[src/rtl/com_scan_pkg.sv]
package com_scan_pkg;

   typedef logic [1:0] lvl_code_t;

   localparam lvl_code_t LVL_V0  = 2'd3;
   localparam lvl_code_t LVL_V12 = 2'd2;
   localparam lvl_code_t LVL_V43 = 2'd1;
   localparam lvl_code_t LVL_V5  = 2'd0;

   // common-mode level selection for one column
   function automatic lvl_code_t com_level(input logic frame, input logic on, input logic bit_v);
      lvl_code_t c;
      case ({frame, bit_v})
         2'b00:   c = LVL_V43;
         2'b01:   c = LVL_V0;
         2'b10:   c = LVL_V12;
         default: c = LVL_V5;
      endcase
      if (!on) c = LVL_V5;
      return c;
   endfunction

endpackage

[src/rtl/com_scan_edge.sv]
module com_scan_edge (
   input  logic clk,
   input  logic rst_n,
   input  logic lp_i,
   output logic fall_o
);
   logic lp_q;

   always_ff @(posedge clk) begin
      if (!rst_n) lp_q <= 1'b0;
      else        lp_q <= lp_i;
   end

   assign fall_o = lp_q & ~lp_i;
endmodule

[src/rtl/com_scan_chain.sv]
module com_scan_chain #(
   parameter int N       = 160,
   parameter bit DUAL_EN = 1'b1
) (
   input  logic         clk,
   input  logic         rst_n,
   input  logic         shift_en,
   input  logic         clear,
   input  logic         dir,
   input  logic         dual,
   input  logic         sin_a,
   input  logic         sin_b,
   output logic [N-1:0] q_o
);
   localparam int HALF = N / 2;

   logic [N-1:0] q;
   logic [N-1:0] nxt;

   for (genvar k = 0; k < N; k++) begin : g_bit
      logic up_src;
      logic dn_src;

      // upward chain: column 1 toward column N
      if (k == 0) begin : g_up_head
         assign up_src = sin_a;
      end else if (DUAL_EN && (k == HALF)) begin : g_up_split
         assign up_src = dual ? sin_b : q[k-1];
      end else begin : g_up_link
         assign up_src = q[k-1];
      end

      // downward chain: column N toward column 1
      if (k == N-1) begin : g_dn_head
         assign dn_src = sin_a;
      end else if (DUAL_EN && (k == HALF-1)) begin : g_dn_split
         assign dn_src = dual ? sin_b : q[k+1];
      end else begin : g_dn_link
         assign dn_src = q[k+1];
      end

      assign nxt[k] = dir ? up_src : dn_src;
   end

   always_ff @(posedge clk) begin
      if (!rst_n)        q <= '0;
      else if (clear)    q <= '0;
      else if (shift_en) q <= nxt;
   end

   assign q_o = q;
endmodule

[src/rtl/com_scan_level.sv]
module com_scan_level
   import com_scan_pkg::*;
#(
   parameter int N = 160
) (
   input  logic           frame_i,
   input  logic           on_i,
   input  logic [N-1:0]   bits_i,
   output logic [2*N-1:0] lvl_o
);
   for (genvar k = 0; k < N; k++) begin : g_col
      assign lvl_o[2*k +: 2] = com_level(frame_i, on_i, bits_i[k]);
   end
endmodule

[src/rtl/com_scan_reg.sv]
module com_scan_reg #(
   parameter int N_OUT   = 160,
   parameter bit DUAL_EN = 1'b1
) (
   input  logic               clk,
   input  logic               rst_n,
   input  logic               lp_i,
   input  logic               dir_i,
   input  logic               dual_i,
   input  logic               dispoff_n_i,
   input  logic               frame_i,
   input  logic               eio1_i,
   input  logic               eio1_drv_i,
   output logic               eio1_o,
   output logic               eio1_oe_o,
   input  logic               eio2_i,
   input  logic               eio2_drv_i,
   output logic               eio2_o,
   output logic               eio2_oe_o,
   input  logic               d7_i,
   output logic               chain2_o,
   output logic [2*N_OUT-1:0] lvl_o
);
   localparam int HALF = N_OUT / 2;

   if ((N_OUT < 4) || (N_OUT % 2 != 0)) begin : g_bad_width
      $error("com_scan_reg: N_OUT must be even and at least 4");
   end

   logic             fall;
   logic             dual_eff;
   logic             sin_a;
   logic             shift_en;
   logic [N_OUT-1:0] sreg;
   logic             single_end;
   logic             first_end;
   logic             second_end;
   logic             ser_out;

   if (DUAL_EN) begin : g_dual
      assign dual_eff = dual_i;
   end else begin : g_single
      assign dual_eff = 1'b0;
   end

   com_scan_edge u_edge (
      .clk   (clk),
      .rst_n (rst_n),
      .lp_i  (lp_i),
      .fall_o(fall)
   );

   // input-role pin, undriven reads as 0
   assign sin_a    = dir_i ? (eio1_i & eio1_drv_i) : (eio2_i & eio2_drv_i);
   assign shift_en = fall & dispoff_n_i;

   com_scan_chain #(.N(N_OUT), .DUAL_EN(DUAL_EN)) u_chain (
      .clk     (clk),
      .rst_n   (rst_n),
      .shift_en(shift_en),
      .clear   (~dispoff_n_i),
      .dir     (dir_i),
      .dual    (dual_eff),
      .sin_a   (sin_a),
      .sin_b   (d7_i),
      .q_o     (sreg)
   );

   assign single_end = dir_i ? sreg[N_OUT-1] : sreg[0];
   assign first_end  = dir_i ? sreg[HALF-1]  : sreg[HALF];
   assign second_end = dir_i ? sreg[N_OUT-1] : sreg[0];
   assign ser_out    = dual_eff ? first_end : single_end;

   assign eio1_oe_o = ~dir_i;
   assign eio2_oe_o = dir_i;
   assign eio1_o    = ~dir_i & ser_out;
   assign eio2_o    = dir_i & ser_out;
   assign chain2_o  = dual_eff & second_end;

   com_scan_level #(.N(N_OUT)) u_level (
      .frame_i(frame_i),
      .on_i   (dispoff_n_i),
      .bits_i (sreg),
      .lvl_o  (lvl_o)
   );
endmodule

[config.mk]
export PLATFORM = sky130hd
export DESIGN_NAME = com_scan_reg
export DESIGN_NICKNAME = d
export VERILOG_FILES = /design/src/rtl/com_scan_pkg.sv /design/src/rtl/com_scan_edge.sv /design/src/rtl/com_scan_chain.sv /design/src/rtl/com_scan_level.sv /design/src/rtl/com_scan_reg.sv
export SDC_FILE = /design/constraint.sdc
export NUM_CORES = 1
export LEC_CHECK = 0
export ABC_AREA = 1
export CELL_PAD_IN_SITES_DETAIL_PLACEMENT = 2
export CELL_PAD_IN_SITES_GLOBAL_PLACEMENT = 2
export CORE_ASPECT_RATIO = 0.8
export CORE_MARGIN = 4
export CORE_UTILIZATION = 28
export CTS_CLUSTER_SIZE = 14
export DETAILED_ROUTE_END_ITERATION = 10
export HOLD_SLACK_MARGIN = 0.06
export PLACE_DENSITY = 0.86
export SKIP_CTS_REPAIR_TIMING = 1
export SYNTH_ARGS = -nofsm -noshare
export SYNTH_HDL_FRONTEND = slang
export SYNTH_HIERARCHICAL = 1
export SYNTH_SLANG_ARGS = --single-unit
export TNS_END_PERCENT = 50
[constraint.sdc]
create_clock -name clk -period 27.6 [get_ports clk]
set_input_delay 5.52 -clock clk [delete_from_list [all_inputs] [get_ports clk]]
set_output_delay 5.52 -clock clk [all_outputs]
set_load 0.01 [all_outputs]
* Word level (Yosys, flattened, before mapping) *
Index checks and enable logic that the tools add are counted.
W data, S select, Z words.

cells by class
  multiplexer cells = 486
  equal/unequal tests = 320
  bitwise logic cells = 9
  reduce and logical (&&, ||, !) cells = 161

operators with widths
  kind                  number
  $pmux W2 S3           160
  $eq A2 B1 Y1 const B  160
  $eq A2 B2 Y1 const B  160
  $logic_not A2 Y1      160
  $mux W2               160
  $mux W1               166
  $and A1 B1 Y1         7
  $not A1 Y1            2
  $reduce_and A2 Y1     1

word-level totals
  logic and storage cells = 978
  register bits = 161
  output and inout port bits = 325
  input bits = 12

* Logic depth before layout (Yosys ltp) *
Gate-level depths: netlist of the first run.

  depth in word-level cells = 3
  depth in mapped cells = 10
  depth with buffers taken out = 7

* By module *
The synthesis of the first run kept the hierarchy.

by module, submodules not included
  module          seq. area each (um2)  times used  cells an instance  area an instance (um2)
  com_scan_chain  3203.1                1           1055               7559.8
  com_scan_level  0.0                   1           858                4664.5
  com_scan_reg    0.0                   1           19                 83.8
  com_scan_edge   20.0                  1           5                  35.0

* Least setup slack after synthesis of the first run *
OpenSTA, ideal clock, no wires.

  kind = input -> output
  from = input frame_i
  to = output lvl_o[100]
  setup slack = 10.541 ns
  stages on the path = 5
  data required time = 22.080 ns
  arrival = 11.539 ns
  path buffers = 4
  cells stage by stage = buf_6 -> buf_6 -> buf_4 -> nor2_1 -> buf_4

between the ends
  cells in the longest elaborated chain, start to end = 3
  elaborated cells on any way between the ends = 5
  those cells by class = eq/ne (2); mux (2); reduce/logical (1)

ends and longest elaborated chain
  element                                     RTL line            text
  from (decl)                                 com_scan_reg.sv:11  input logic frame_i,
  $eq A2 B2 Y1, or another cell as far along  com_scan_pkg.sv:13  case ({frame, bit_v})
  $pmux W2 S3 (*)                             com_scan_pkg.sv:13
  $mux W2 (*)                                 com_scan_pkg.sv:19  if (!on) c = LVL_V5;
  to (decl)                                   com_scan_reg.sv:22  output logic [2*N_OUT-1:0] lvl_o

Every way passes the cells marked *; elsewhere a longest branch is shown, timed or not.

* Worst setup path in the final report of the first run *
  from = input frame_i
  to = output lvl_o[201]

The elaborated chain is that of the path after synthesis.

==> results of run 1 <==
-- worst max-delay path by stage --
stage | to | start | depth (start not counted)
after floorplan | lvl_o[100] | frame_i | 5
after global placement | lvl_o[201] | frame_i | 6
after detailed placement | lvl_o[211] | frame_i | 6
after CTS | lvl_o[211] | frame_i | 6
after global routing | lvl_o[201] | frame_i | 6
final | lvl_o[201] | frame_i | 6
-- worst max-delay path, stage by stage --
cell             delay (ns)
buf_8                  0.33
buf_4                  0.81
buf_4                  0.96
nor2_1                 0.18
nor2_2                 0.16
clkdlybuf4s50_1        0.54
-- kinds of logic after synthesis --
family	share of synthesized area, %
AOI/OAI and AO/OA	9.87
DFF	26.1
adders and majority gates	0.203
and+or+nand+nor	40.4
buffers and inverters	23.4
-- final cells by class --
class	count	area [um2]	share of cell area (%)
clock inverters	15	164	1.10
clock buffers	17	425	2.86
repair buffers	349	3490	23.4
flip-flops and latches	161	3220	21.6
well taps	560	701	4.70
inverters	171	654	4.39
multi-input cells	1304	6240	41.9
-- cells in the final DEF (no fill, tap or decap), types with 5 or more instances in the layout --
cell,instances
o211ai_1,158
clkbuf_16,17
nand2_2,101
nor2_1,223
clkdlybuf4s50_1,333
nor2_2,100
nand2_1,548
inv_1,168
inv_6,7
dfxtp_1,161
inv_8,5
nand3_1,163
buf_4,11
-- metal layers --
layer	vias up	GRT usage (%)	routed length [um]
li1	6004	-	-
met1	6134	20.3	18500
met2	115	32.9	22400
met3	11	2.43	795
met4	0	2.82	242
met5	-	0	0
-- metrics by stage --
stage                     power, mW  hold WS (ns)  instance area (um2)  instances
after floorplan               0.346         0.514                12300       1937
after global placement        0.381         0.544                14300       2544
after detailed placement      0.387         0.555                14300       2544
after CTS                     0.640         0.575                14900       2576
after global routing          0.660         0.622                14900       2577
final                         0.626         0.571                14900       2577
-- registers in the layout, indices dropped and copies added (netlist names) --
signal and flops:
u_edge/lp_q 1, u_chain/q_o 160
-- power groups by stage --
stage                     clock (mW)  combinational (mW)  sequential (mW)
after floorplan                    0               0.102            0.244
after global placement             0               0.135            0.246
after detailed placement           0               0.140            0.246
after CTS                      0.258               0.141            0.241
after global routing           0.268               0.150            0.242
final                          0.247               0.138            0.241
==> out/metrics.yaml, run 1 <==
r2r_cells: 8
p_int_uw: 426
synth.distinct_cells: 23
power_switching_uw: 200
cts.sinks: 161
fin_util_pct: 34.3
ir_worst_vdd_v: 0.0000418
die_x_um: 243
period_minus_slack_ns: 14.19
power_frac_seq_pct: 38.5
io_pins: 337
r2r-start: "u_edge/lp_q$_SDFF_PN0_"
ys_seq_area_share_pct: 26.1
overflow: 0
gp_congestion: 0.742
worstPathArrival_ns: 8.67
start_util_pct: 28.4
n_fill_cell: 5265
die_area_um2: 47500
rows: 68
clock-skew-final_ns: 0.00936
hpwlAfterDp_um: 28100
p_clk_share_pct: 39.5
hp-class: "flip-flop to flip-flop"
async_flop_share_pct: 0
syn_avg_cell_area_um2: 6.37
finalSetupViolations: 0
status: "complete, no violations"
core_area_um2: 43400
synth_commonest_cells: "548 x nand2_1, 224 x nor2_1, 179 x buf_4, 169 x inv_1, 163 x nand3_1"
cts_buffers: 17
antenna_found_initial: 0
hold_path_end: "u_chain/q_o[5]$_SDFFE_PP0P_"
relSlewSlack_pct: 24.8
dieHeight_um: 196
slew_viol_final: 0
whs_path_depth: 2
reg2reg_to: "u_chain/q_o[110]$_SDFFE_PP0P_"
rsz0062_at_grt: "false"
synth_flop_cell: "dfxtp_1"
port_buffers: 336
grt_usage_pct: 17.0
drive_above_1_share_pct: 12.6
clk_pin_slew_ns: 0.07
drt-vias-per-instance: 4.76
syn_area_um2: 12300
drv_cap: 0
dpl_worst_slack_ns: 13.42
area_growth_pct: 20.7
synth_area_leaders: "dfxtp_1 26%, nand2_1 17%, buf_4 11%"
min_period_over_period_pct: 51.4
synth_seq_cells: 161
drc: 0
cp_max_fo: 90
p_leak_nw: 6.22
wl_per_cell_um: 16.3
vias: 12300
worst_pin_slew_ns: 1.13
clk_latency_ns: 0.44
root_buffer: "clkbuf_16"
hold_viol: 0
max_freq_ghz: 0.0705
synth_cells: 1937
htreeDepth: 4
grt_max_degree: 160
power.density_nw_per_um2: 42.0
synth_top_area_share_pct: 26.1
cts_buffer_depth: 2
synth_top_cell_by_area: "dfxtp_1"
syn_nets: 1951
drtAntennaViolNets: 0
setup_tns_ns: 0
start_kind: "input port"
wl_um: 41900
cts_tree: "yes"
drtIter0Drc: 620
fin_ws_ns: 13.41
critical_path_class: "input port to primary output"
fin_nets: 2018
synth_warnings: 6
yosysMostFrequentCell: "nand2_1"
rrSetupSlack_ns: 24.93
synth_edf_count: 0
grt_pass1_vias: 12900
combPwrFrac_pct: 22.0
grt_pass1_wl_um: 68500
worstSetupEndpointType: "primary output"
switching_share_pct: 31.9
diodes: 0
hp-start: "u_chain/q_o[5]$_SDFFE_PP0P_"
dr.pass1.iters: 4
required_ns: 22.08
No activity file was read; power rests on OpenSTA's default activity.
==> run 2: changes to the inputs <==
--- a/config.mk
+++ b/config.mk
@@ -10,11 +10,11 @@
 export CELL_PAD_IN_SITES_GLOBAL_PLACEMENT = 2
 export CORE_ASPECT_RATIO = 0.8
 export CORE_MARGIN = 4
-export CORE_UTILIZATION = 28
+export CORE_UTILIZATION = 26
 export CTS_CLUSTER_SIZE = 14
 export DETAILED_ROUTE_END_ITERATION = 10
 export HOLD_SLACK_MARGIN = 0.06
-export PLACE_DENSITY = 0.86
+export PLACE_DENSITY = 0.8
 export SKIP_CTS_REPAIR_TIMING = 1
 export SYNTH_ARGS = -nofsm -noshare
 export SYNTH_HDL_FRONTEND = slang
==> constraint.sdc (replaced) <==
create_clock -name clk -period 13.1 [get_ports clk]
set_input_delay 2.62 -clock clk [delete_from_list [all_inputs] [get_ports clk]]
set_output_delay 2.62 -clock clk [all_outputs]
set_load 0.01 [all_outputs]
==> out/metrics.yaml, run 2 (synthesized netlist as in run 1, its figures left out) <==
status: "complete, no violations"
wl_um: 41400  # -1.3%
cp_num_buf_inv: 5  # +1
grt_pass1_wl_um: 66500  # -2.9%
drt-vias-per-instance: 4.61  # -3.2%
cts_buffers: 17  # unchanged
clk_latency_ns: 0.45  # about the same
combPwrFrac_pct: 21.9  # about the same
finalSetupViolations: 0  # unchanged
critical_path.startpoint: "frame_i"
p_clk_share_pct: 39.8  # +0.3 points
worstPathArrival_ns: 5.32  # -3.35 ns
n_fill_cell: 5681  # +7.9%
cpPeakStageDelay_ns: 0.80  # -0.16 ns
grt_max_degree: 173  # +8.1%
final_cell_mix: "548 x nand2_1, 333 x clkdlybuf4s50_1, 223 x nor2_1, 168 x inv_1, 163 x nand3_1"
highest_layer: "met4"
path_delay_family: "buffers and inverters"
overflow: 0  # unchanged
required_ns: 10.48  # -11.60 ns
die_x_um: 252  # +3.6%
wl_met2_um: 21000  # -6.5%
drc: 0  # unchanged
reg2reg_to: "u_chain/q_o[32]$_SDFFE_PP0P_"
r2r-start: "u_edge/lp_q$_SDFF_PN0_"
cp.depth: 7  # +1
fin_nets: 2016  # -0.099%
power.density_nw_per_um2: 88.7  # +110%
start_kind: "input port"
gp_congestion: 0.690  # -6.9%
drive_above_1_share_pct: 12.5  # -0.18 points
area_growth_pct: 21.1
crit_chain: "buf_8 > buf_4 > inv_1 > ha_1 > nand2_1 > inv_1 > clkdlybuf4s50_1"
drtAntennaViolNets: 0  # unchanged
power_switching_uw: 393  # +97%
port_buffers: 336  # unchanged
die_area_um2: 51000  # +7.4%
cpMaxStageDelayCell: "buf_4"
hold_viol: 0  # unchanged
cp_common_cell: "inv_1"
setup_tns_ns: 0  # unchanged
fin_util_pct: 31.8  # -2.5 points
dr.pass1.iters: 4  # unchanged
cts_tree: "yes"
clk_pin_slew_ns: 0.06  # about the same
start_util_pct: 26.3  # -2.2 points
p_int_uw: 933  # +120%
cts_buffer_depth: 2  # unchanged
power_frac_seq_pct: 38.2  # -0.3 points
r2r_cells: 8  # unchanged
wl_per_cell_um: 15.7  # -3.5%
grt_pass1_vias: 12400  # -3.4%
dieHeight_um: 203  # +3.6%
worst_pin_slew_ns: 1.09  # -0.0403 ns
clock-skew-final_ns: 0.0118  # +0.00241 ns
rrSetupSlack_ns: 10.39  # -14.54 ns
critical_path_class: "input port to primary output"
stdcell_count: 2635  # +2.3%
largest_reg_flops: 160  # unchanged
worstSetupEndpointType: "primary output"
hpwlAfterDp_um: 26600  # -5.4%
final_common_cell: "nand2_1"
fin_ws_ns: 5.16  # -8.26 ns
drtIter0Drc: 494  # -20%
dpl_worst_slack_ns: 5.09  # -8.32 ns
cp_max_fo: 96  # +6.7%
hp-class: "flip-flop to flip-flop"
io_pins: 337  # unchanged
core_area_um2: 47000  # +8.3%
switching_share_pct: 29.6  # -2.3 points
min_period_over_period_pct: 60.6
wl_met1_um: 18700  # +1.4%
antenna_found_initial: 1  # +1
slew_viol_final: 0  # unchanged
vias: 12100  # -1.0%
rows: 71  # +4.4%
cts.sinks: 161  # unchanged
grt_usage_pct: 15.6  # -1.5 points
drv_cap: 0  # unchanged
max_freq_ghz: 0.126
rsz0062_at_grt: "false"
htreeDepth: 4  # unchanged
dpl.cell_count: 2603  # +2.3%
p_leak_nw: 6.21  # -0.12%
crit_end: "lvl_o[179]"
root_buffer: "clkbuf_16"
wl_met3_um: 1270  # +60%
period_minus_slack_ns: 7.94
relSlewSlack_pct: 27.5  # +2.7 points
ir_worst_vdd_v: 0.0000967  # +130%
==> run 2: changes by cell type in the layout (fill, tap and decap cells not counted) <==
cell	delta
clkinv_2	+5
inv_6	-5
inv_8	-4
bufinv_16	+2
clkbuf_8	+2
buf_16	-1
buf_4	-1
clkbuf_1	+1
clkinv_8	-1
clkinvlp_4	-1
diode_2	+1
==> run 2: per-layer routing <==
layer | vias up | track usage, %
li1 | 6007 | -
met1 | 5977 | 19.1
met2 | 137 | 28.4
met3 | 17 | 2.84
met4 | 0 | 3.53
met5 | - | 0
==> run 2: worst reg2reg max path, delay by kind of cell (launching register included) <==
family	cells	cell delay, ns
flops	1	0.32
compound gates	1	0.15
simple gates	3	0.47
buf+inv	4	1.67
==> run 2: power groups by stage <==
| stage | clock (mW) | combinational (mW) | sequential (mW) |
|---|---|---|---|
| after floorplan | 0 | 0.214 | 0.515 |
| after global placement | 0 | 0.287 | 0.517 |
| after detailed placement | 0 | 0.298 | 0.518 |
| after CTS | 0.555 | 0.299 | 0.507 |
| after global routing | 0.575 | 0.318 | 0.508 |
| final | 0.528 | 0.291 | 0.507 |
==> run 2: worst min path at each step <==
| stage | start | to | cells past startpoint |
|---|---|---|---|
| 2_1_floorplan | u_chain/q_o[111]$_SDFFE_PP0P_ | u_chain/q_o[111]$_SDFFE_PP0P_ | 2 |
| 3_3_place_gp | u_chain/q_o[2]$_SDFFE_PP0P_ | u_chain/q_o[2]$_SDFFE_PP0P_ | 2 |
| 3_5_place_dp | u_chain/q_o[121]$_SDFFE_PP0P_ | u_chain/q_o[121]$_SDFFE_PP0P_ | 2 |
| 4_1_cts | u_chain/q_o[121]$_SDFFE_PP0P_ | u_chain/q_o[121]$_SDFFE_PP0P_ | 2 |
| 5_1_grt | u_chain/q_o[114]$_SDFFE_PP0P_ | u_chain/q_o[114]$_SDFFE_PP0P_ | 2 |
| 6_report | u_chain/q_o[136]$_SDFFE_PP0P_ | u_chain/q_o[136]$_SDFFE_PP0P_ | 2 |
==> run 2: metrics by stage <==
step | area (um2) | hold slack (ns) | power [mW]
after detailed placement | 14300 | 0.553 | 0.816
final | 14900 | 0.572 | 1.33
after global placement | 14300 | 0.548 | 0.804
after floorplan | 12300 | 0.514 | 0.729
after global routing | 14900 | 0.613 | 1.40
after CTS | 14900 | 0.571 | 1.36
==> run 2: layout make-up <==
| cell class | count | area [um2] | area share [%] |
|---|---|---|---|
| Tap cell | 620 | 776 | 5.19 |
| Sequential cell | 161 | 3220 | 21.6 |
| Inverter | 171 | 654 | 4.38 |
| Clock inverter | 11 | 136 | 0.913 |
| Antenna cell | 1 | 2.50 | 0.0167 |
| Multi-Input combinational cell | 1304 | 6240 | 41.7 |
| Timing Repair Buffer | 347 | 3460 | 23.1 |
| Clock buffer | 20 | 457 | 3.06 |
==> run 3: changes to the inputs <==
--- a/config.mk
+++ b/config.mk
@@ -10,11 +10,11 @@
 export CELL_PAD_IN_SITES_GLOBAL_PLACEMENT = 2
 export CORE_ASPECT_RATIO = 0.8
 export CORE_MARGIN = 4
-export CORE_UTILIZATION = 26
+export CORE_UTILIZATION = 23
 export CTS_CLUSTER_SIZE = 14
 export DETAILED_ROUTE_END_ITERATION = 10
 export HOLD_SLACK_MARGIN = 0.06
-export PLACE_DENSITY = 0.8
+export PLACE_DENSITY = 0.75
 export SKIP_CTS_REPAIR_TIMING = 1
 export SYNTH_ARGS = -nofsm -noshare
 export SYNTH_HDL_FRONTEND = slang
==> constraint.sdc (replaced) <==
create_clock -name clk -period 6.45 [get_ports clk]
set_input_delay 1.29 -clock clk [delete_from_list [all_inputs] [get_ports clk]]
set_output_delay 1.29 -clock clk [all_outputs]
set_load 0.01 [all_outputs]
==> out/metrics.yaml, run 3 (synthesized netlist as in run 1, its figures left out) <==
area_growth_pct: 22.3
antenna_found_initial: 1  # unchanged
dieHeight_um: 215  # +6.1%
hold_viol: 0  # unchanged
r2r_cells: 8  # unchanged
cts_buffer_depth: 2  # unchanged
whs_ns: 0.573  # +0.000949 ns
start_util_pct: 23.4  # -2.9 points
rsz0062_at_grt: "false"
grt_pass1_vias: 12600  # +1.7%
root_buffer: "clkbuf_16"
fin_nets: 2018  # +0.099%
drv_cap: 0  # unchanged
p_leak_nw: 6.23  # +0.34%
whs_path_depth: 2  # unchanged
status: "complete, no violations"
post_dp_cell_area_um2: 14500  # +1.0%
wl_um: 41500  # +0.33%
cts_buffers: 17  # unchanged
cts.sinks: 161  # unchanged
cpPeakStageDelay_ns: 0.67  # -0.13 ns
start_kind: "input port"
htreeDepth: 4  # unchanged
clk_pin_slew_ns: 0.07  # about the same
drtAntennaViolNets: 0  # unchanged
cts_tree: "yes"
power.density_nw_per_um2: 180  # +100%
rrSetupSlack_ns: 3.99  # -6.40 ns
cpMaxStageDelayCell: "clkdlybuf4s50_1"
reg2reg_to: "u_chain/q_o[133]$_SDFFE_PP0P_"
worst_pin_slew_ns: 1.05  # -0.0377 ns
drt-vias-per-instance: 4.51  # -2.0%
drive_above_1_share_pct: 12.6  # +0.13 points
drc: 0  # unchanged
dr.pass1.iters: 4  # unchanged
wl_per_cell_um: 15.3  # -2.5%
final_common_cell: "nand2_1"
setup_tns_ns: 0  # unchanged
cp_max_fo: 66  # -31%
relSlewSlack_pct: 30.0  # +2.5 points
finalSetupViolations: 0  # unchanged
multi_input_area_um2: 6240  # unchanged
slew_viol_final: 0  # unchanged
worstPathArrival_ns: 3.52  # -1.80 ns
port_buffers: 336  # unchanged
grt_max_degree: 155  # -10%
n_fill_cell: 6348  # +12%
r2r-start: "u_edge/lp_q$_SDFF_PN0_"
max_freq_ghz: 0.208
die_x_um: 267  # +6.1%
period_minus_slack_ns: 4.81
worstSetupEndpointType: "primary output"
core_area_um2: 52700  # +12%
overflow: 0  # unchanged
clock-skew-final_ns: 0.00929  # -0.00248 ns
critical_path_class: "input port to primary output"
ir_worst_vdd_v: 0.000189  # +95%
hold_path_end: "u_chain/q_o[139]$_SDFFE_PP0P_"
gp_congestion: 0.697  # +1.1%
largest_reg_flops: 160  # unchanged
fin_area_um2: 15100  # +1.0%
crit_chain: "buf_6 > inv_1 > nor2_4 > buf_4 > clkdlybuf4s50_1"
hp-start: "u_chain/q_o[139]$_SDFFE_PP0P_"
final_cell_mix: "548 x nand2_1, 333 x clkdlybuf4s50_1, 223 x nor2_1, 168 x inv_1, 163 x nand3_1"
clk_latency_ns: 0.46  # about the same
drtIter0Drc: 469  # -5.1%
vias: 12200  # +0.83%
io_pins: 337  # unchanged
grt_pass1_wl_um: 66800  # +0.46%
hp-class: "flip-flop to flip-flop"
ff_latch_area_um2: 3220  # unchanged
grt_usage_pct: 14.0  # -1.6 points
required_ns: 5.16  # -5.32 ns
min_period_over_period_pct: 74.5
rows: 75  # +5.6%
hpwlAfterDp_um: 27500  # +3.6%
die_area_um2: 57500  # +13%
## run 3: cell count changes in the layout (fill, tap and decap cells not counted), sizes merged
cell / previous run / this run
buf: 14 / 16
inv: 172 / 175
clkbuf: 20 / 18
## run 3: critical path, delay by kind of cell
| family | cells | cell delay (ns) |
|---|---|---|
| buffers and inverters | 4 | 1.67 |
| and+or+nand+nor | 1 | 0.48 |
## run 3: final cells by class
type / instances / share of cell area [%]
diodes: 1 / 0.0166
clock buffers: 18 / 2.84
clock inverters: 14 / 1.18
inverters: 171 / 4.33
multi-input cells: 1304 / 41.3
flip-flops and latches: 161 / 21.3
well taps: 693 / 5.74
repair buffers: 349 / 23.2
## run 3: power breakdown
part | total (mW) | internal, mW | switching (mW) | leakage [nW]
Combinational | 0.589 | 0.264 | 0.325 | 4.64
Sequential | 1.03 | 1.01 | 0.0218 | 1.30
Clock | 1.10 | 0.615 | 0.487 | 0.296
Total | 2.72 | 1.89 | 0.834 | 6.23
## run 3: metrics by stage
step | cells | total power, mW | setup WS, ns | utilization (%)
2_1_floorplan | 1937 | 1.46 | 1.37 | -
3_3_place_gp | 2678 | 1.64 | 1.67 | 27.5
3_5_place_dp | 2678 | 1.66 | 1.54 | 27.5
4_1_cts | 2710 | 2.79 | 1.54 | 28.6
5_1_grt | 2711 | 2.87 | 1.35 | 28.6
6_report | 2711 | 2.72 | 1.64 | 28.6
## run 3: worst max-delay path by stage
stage	start	endpoint	slack, ns	depth (start not counted)
after CTS	dispoff_n_i	lvl_o[274]	1.54	5
final	dispoff_n_i	lvl_o[292]	1.64	5
after detailed placement	dispoff_n_i	lvl_o[274]	1.54	5
after global routing	dispoff_n_i	lvl_o[274]	1.35	5
after global placement	dispoff_n_i	lvl_o[68]	1.67	5
after floorplan	frame_i	lvl_o[100]	1.37	5
## run 3: routing by layer
metal  vias up  global-route usage, %  share of wire [%]
met5         -                      0                  0
met4         0                   2.87               0.87
met3        19                   2.88                4.6
met2       222                   25.6                 49
met1      5994                   16.9                 45
li1       6004                      -                  -
